File: src/rtl/sd_host_ctl.sv
module sd_host_ctl #(
  parameter int RST_CYCLES = 4,
  parameter int DIV_W = 8
) (
  input  logic                 clk,
  input  logic                 rst_n,
  input  logic                 reg_wr,
  input  logic [2:0]           reg_addr,
  input  logic [31:0]          reg_wdata,
  output logic [31:0]          reg_rdata,
  input  logic [1:0]           wp_in,
  output logic                 cif_req,
  input  logic                 cif_ack,
  output logic [31:0]          cif_arg,
  output logic [5:0]           cif_index,
  output logic                 cif_data,
  output logic                 cif_write,
  output logic                 cif_slot,
  output logic                 cif_hold,
  output logic [2*DIV_W+3:0]   act_clkcfg,
  output logic                 rst_ctrl_o,
  output logic                 rst_fifo_o,
  output logic                 rst_dma_o
);
  localparam int CLK_W = 2*DIV_W+4;
  localparam int RC_W  = $clog2(RST_CYCLES+1);
  localparam logic [2:0] A_CTRL = 3'd0, A_ARG = 3'd1, A_CMD = 3'd2,
                         A_CLK = 3'd3, A_STAT = 3'd4;

  logic              start_q, hle_q, wpe_q;
  logic [10:0]       cmd_q;
  logic [31:0]       arg_stage, arg_act;
  logic [CLK_W-1:0]  clk_stage, clk_act;
  logic [2:0]        rst_q;

  wire wr_ctrl  = reg_wr && reg_addr == A_CTRL;
  wire wr_arg   = reg_wr && reg_addr == A_ARG;
  wire wr_cmd   = reg_wr && reg_addr == A_CMD;
  wire wr_clk   = reg_wr && reg_addr == A_CLK;
  wire wr_stat  = reg_wr && reg_addr == A_STAT;
  wire new_cmd  = wr_cmd && reg_wdata[31] && !start_q;
  wire wp_block = reg_wdata[6] && reg_wdata[7] && wp_in[reg_wdata[8]];
  wire launch   = new_cmd && !wp_block;
  wire upd_done = start_q && cmd_q[10];

  assign cif_req    = start_q && !cmd_q[10];
  assign cif_arg    = arg_act;
  assign cif_index  = cmd_q[5:0];
  assign cif_data   = cmd_q[6];
  assign cif_write  = cmd_q[7];
  assign cif_slot   = cmd_q[8];
  assign cif_hold   = cmd_q[9];
  assign act_clkcfg = clk_act;
  assign rst_ctrl_o = rst_q[0];
  assign rst_fifo_o = rst_q[1];
  assign rst_dma_o  = rst_q[2];

  always_ff @(posedge clk or negedge rst_n) begin
    if (!rst_n) begin
      start_q   <= 1'b0;
      cmd_q     <= '0;
      arg_stage <= '0;
      arg_act   <= '0;
      clk_stage <= '0;
      clk_act   <= '0;
      hle_q     <= 1'b0;
      wpe_q     <= 1'b0;
    end else begin
      if (wr_arg && !start_q) arg_stage <= reg_wdata;
      if (wr_clk) clk_stage <= reg_wdata[CLK_W-1:0];
      if (launch) begin
        start_q <= 1'b1;
        cmd_q   <= reg_wdata[10:0];
        arg_act <= arg_stage;
      end else if ((cif_req && cif_ack) || upd_done) begin
        start_q <= 1'b0;
      end
      if (upd_done) clk_act <= clk_stage;
      if ((wr_cmd || wr_arg) && start_q) hle_q <= 1'b1;
      else if (wr_stat && reg_wdata[0]) hle_q <= 1'b0;
      if (new_cmd && wp_block) wpe_q <= 1'b1;
      else if (wr_stat && reg_wdata[1]) wpe_q <= 1'b0;
    end
  end

  for (genvar i = 0; i < 3; i++) begin : g_srst
    logic            on_q;
    logic [RC_W-1:0] cnt_q;
    always_ff @(posedge clk or negedge rst_n) begin
      if (!rst_n) begin
        on_q  <= 1'b0;
        cnt_q <= '0;
      end else if (!on_q) begin
        if (wr_ctrl && reg_wdata[i]) begin
          on_q  <= 1'b1;
          cnt_q <= '0;
        end
      end else if (cnt_q == RC_W'(RST_CYCLES-1)) begin
        on_q <= 1'b0;
      end else begin
        cnt_q <= cnt_q + 1'b1;
      end
    end
    assign rst_q[i] = on_q;
  end

  always_comb begin
    case (reg_addr)
      A_CTRL:  reg_rdata = {29'd0, rst_q};
      A_ARG:   reg_rdata = arg_stage;
      A_CMD:   reg_rdata = {start_q, 20'd0, cmd_q};
      A_CLK:   reg_rdata = {{(32-CLK_W){1'b0}}, clk_stage};
      A_STAT:  reg_rdata = {30'd0, wpe_q, hle_q};
      default: reg_rdata = '0;
    endcase
  end
endmodule

File: config.mk
export PLATFORM = sky130hd
export DESIGN_NAME = sd_host_ctl
export DESIGN_NICKNAME = d
export VERILOG_FILES = /design/src/rtl/sd_host_ctl.sv
export SDC_FILE = /design/constraint.sdc
export NUM_CORES = 1
export LEC_CHECK = 0
export BUFFER_PORTS_ARGS = -buffer_cell sky130_fd_sc_hd__buf_2
export CAP_MARGIN = 20
export CORE_ASPECT_RATIO = 1.1
export CORE_UTILIZATION = 58
export CTS_CLUSTER_SIZE = 30
export DETAILED_ROUTE_END_ITERATION = 8
export GPL_ROUTABILITY_DRIVEN = 0
export GPL_TIMING_DRIVEN = 0
export PLACE_DENSITY = 0.85
export SYNTH_ARGS = -nofsm -noshare
export SYNTH_HDL_FRONTEND = slang
export SYNTH_SLANG_ARGS = --single-unit
File: constraint.sdc
create_clock -name clk -period 4.7 [get_ports clk]
set_input_delay 0.94 -clock clk [delete_from_list [all_inputs] [get_ports clk]]
set_output_delay 0.94 -clock clk [all_outputs]
set_load 0.1 [all_outputs]
==> summary.md <==
| Metric | Value |
|---|---|
| Count leader, synth | `dfrtp_1` |
| Core Region | `9840 sq um` |
| CTS-repair resized insts | `0` |
| Cts bufs inserted | `17` |
| Initial antenna violation count | `0` |
| Crit path cell chain | `buf_4 > nor2b_1 > clkbuf_1 > a22oi_1 > nor2_1 > buf_2` |
| WP data required | `3.76 ns` |
| Pwr/cell area | `734 nW/um^2` |
| Area grow syn2layout | `25.3%` |
| Final net count | `610` |
| Status | `finished, violations left` |
| Cell taking the most area after synthesis | `dfrtp_1` |
| Root Buffer | `clkbuf_8` |
| Synth top area share | `0.557` |
| Seq/Total Area, Yosys | `0.557` |
| DRT iter0 DRCs | `149` |
| Netlist Area Pre-Place | `5840 sq um` |
| Reg2Reg Setup Slack | `2.91 ns` |
| Clock Pin Slew Worst Setup and Hold Paths | `0.06 ns` |
| Count of clock tree sinks | `130` |
| Post-CTS Setup Bufs | `0` |
| CP Max Fanout | `10` |
| Worst Tran Pin Value | `0.749 ns` |
| Number of iterations in the first detailed-routing pass | `8` |
| Latest clock arrival within the worst-skew pair | `0.52 ns` |
| Worst Hold Class | `input port to async pin` |
| Syn nets | `454` |
| I/O pin count | `139` |
| Gr usage total | `0.265` |
| Largest net degree at the start of global routing | `85` |
| Layout cell share with drive strength beyond 1 | `0.549` |
| CTS Buffer Depth | `2` |
| Failing checks | `DRC` |
| Max rail drop VDD | `486 uV` |
| Number of diodes | `0` |
| Slew Limit Fails | `0` |
| Unrepaired setup endpoints after global routing | `no` |
| Clk_skew | `0.00656 ns` |
| Ys Warns | `0` |
| Non-Filler Instances | `696` |
| DR vias/cell | `5.55` |
| Pwr Total | `5.37 mW` |
| Die ar. | `10500 sq um` |
| Filler Cells Inserted | `652` |
| Vias in the first global route | `4080` |
| EDFF count, synth | `0` |
| CTS tree | `built` |
| Hpwl dp | `8900 microns` |
| Final hold vios | `0` |
| Max-Slew Margin vs Limit | `0.500` |
| H-tree levels | `4` |
| Vias post-DR | `3862` |
| Yosys cell types | `34` |
| Final setup vio count | `0` |
| Fraction of the cycle the final worst path needs | `0.762` |
| Cts hold-fix bufs | `0` |
| Buffers on Ports | `136` |
| Crit path DAT | `2.64 ns` |
| Crit Path Category | `input port to output pin` |
| Initial core utilization | `0.594` |
| Startpoint type of the worst setup path | `input port` |
| Yosys reg bits | `130` |
| Ys async rst share | `1.00` |
| Syn Inst Count | `407` |
| Post-Route WL | `12900 microns` |
| Die Height | `107 microns` |
| Worst setup EP type | `output pin` |
| Wirelength per Cell | `18.6 microns` |
| Congestion Overflow GR | `0` |
| DRC | `22` |
| Synth Flop Type | `dfrtp_1` |
| Slowest stage delay, CP | `0.47 ns` |
| Die X | `97.7 microns` |
| Min Tclk post-route | `3.58 ns` |
| Setup TNS Final | `0 ns` |
| Max Fclk | `279 MHz` |
| Commonest cells post-synth | `dfrtp_1, mux2_2, mux2_4, nor2_1` |
| Leak Pwr | `3.78 nW` |
| Detail Route Antenna Nets | `0` |
| Placed cell count | `664` |
| Num rows | `38` |
| First-pass GRT wire length | `20900 microns` |
| Mean post-synth cell area | `14.4 sq um` |
| MaxCap Viol Count | `0` |
| Slowest CP cell | `clkbuf_1` |
| Top post-synthesis cells by area | `dfrtp_1, mux2_2, mux2_4, mux2i_1, a22oi_1` |
## routing by layer
| layer | vias up | wire length, microns | global-route usage |
|---|---|---|---|
| li1 | 1757 | - | - |
| met2 | 126 | 6420 | 0.435 |
| met3 | 19 | 803 | 0.0649 |
| met1 | 1960 | 5520 | 0.341 |
| met4 | 0 | 168 | 0.104 |
| met5 | - | 0 | 0 |
## critical path, delay by kind of cell
kind	cells	cell delay (ns)
buf+inv	3	1.10
simple gates	2	0.41
compound gates	1	0.18
## cell type report
cell class / count / area, sq um / share of cell area
inverter: 10 / 37.5 / 0.00513
tap: 120 / 150 / 0.0205
sequential: 130 / 3250 / 0.445
timing repair buffer: 137 / 714 / 0.0976
buffer: 27 / 168 / 0.0229
clock inverter: 12 / 156 / 0.0214
multi-input combinational: 240 / 2380 / 0.326
clock buffer: 20 / 455 / 0.0622
## state kept, by name, indices dropped and copies added (netlist names)
| signal | flops |
|---|---|
| hle_q | 1 |
| clk_stage | 20 |
| rst_dma_o | 1 |
| rst_ctrl_o | 1 |
| start_q | 1 |
| g_srst.cnt_q | 9 |
| arg_stage | 32 |
| rst_fifo_o | 1 |
| act_clkcfg | 20 |
| cmd_q | 11 |
| cif_arg | 32 |
| wpe_q | 1 |
## stage by stage
stage	setup slack, ns	hold WS [ns]	area (sq um)	utilization
5_1_grt	1.08	0.366	7320	0.744
3_3_place_gp	1.11	0.484	6670	0.678
2_1_floorplan	0.699	0.467	5840	-
4_1_cts	1.18	0.344	7320	0.744
3_5_place_dp	1.17	0.489	6710	0.681
6_report	1.12	0.342	7320	0.744
## worst paths after layout
check	from	end	cells after the start
worst max register to register	start_q	cif_arg[8]	4
worst min register to register	act_clkcfg[3]	act_clkcfg[3]	1
max in group asynchronous	rst_n	cif_arg[17]	2
min in group clk	act_clkcfg[3]	act_clkcfg[3]	1
worst max-delay path	reg_addr[0]	reg_rdata[31]	6
worst min-delay path	rst_n	cmd_q[4]	1
## where the power goes
part	internal, mW	switching (mW)	leakage, nW
Sequential	1.44	0.230	1.63
Clock	0.850	0.486	0.289
Combinational	0.560	1.80	1.86
Total	2.85	2.52	3.78
## placed cells by master, fill, tap and decap left out, types with 3 or more instances in the layout
| master | instances |
|---|---|
| mux2_2 | 86 |
| clkbuf_16 | 16 |
| buf_4 | 7 |
| ha_1 | 6 |
| buf_2 | 143 |
| nor2b_1 | 6 |
| clkbuf_8 | 4 |
| a22o_1 | 7 |
| clkbuf_1 | 7 |
| inv_1 | 10 |
| a22oi_1 | 13 |
| mux2_4 | 37 |
| o2bb2ai_1 | 3 |
| o21ai_0 | 7 |
| and2_1 | 11 |
| xnor2_1 | 3 |
| nor2_1 | 19 |
| a21oi_1 | 3 |
| dfrtp_1 | 130 |
| nand2_1 | 6 |
| bufinv_16 | 3 |
| nand3_1 | 5 |
| mux2i_1 | 13 |
| buf_6 | 5 |
| clkinv_4 | 3 |
| clkinvlp_4 | 4 |
## cells by family after synthesis
logic type / share of synthesized area
AND/OR/NAND/NOR: 0.0495
multiplexers: 0.287
flip-flops: 0.557
XOR/XNOR: 0.00450
adder cells (fa/ha/maj): 0.0129
AO/OA/AOI/OAI: 0.0542
buffers and inverters: 0.0351
Power figures use the tool's default switching activity.
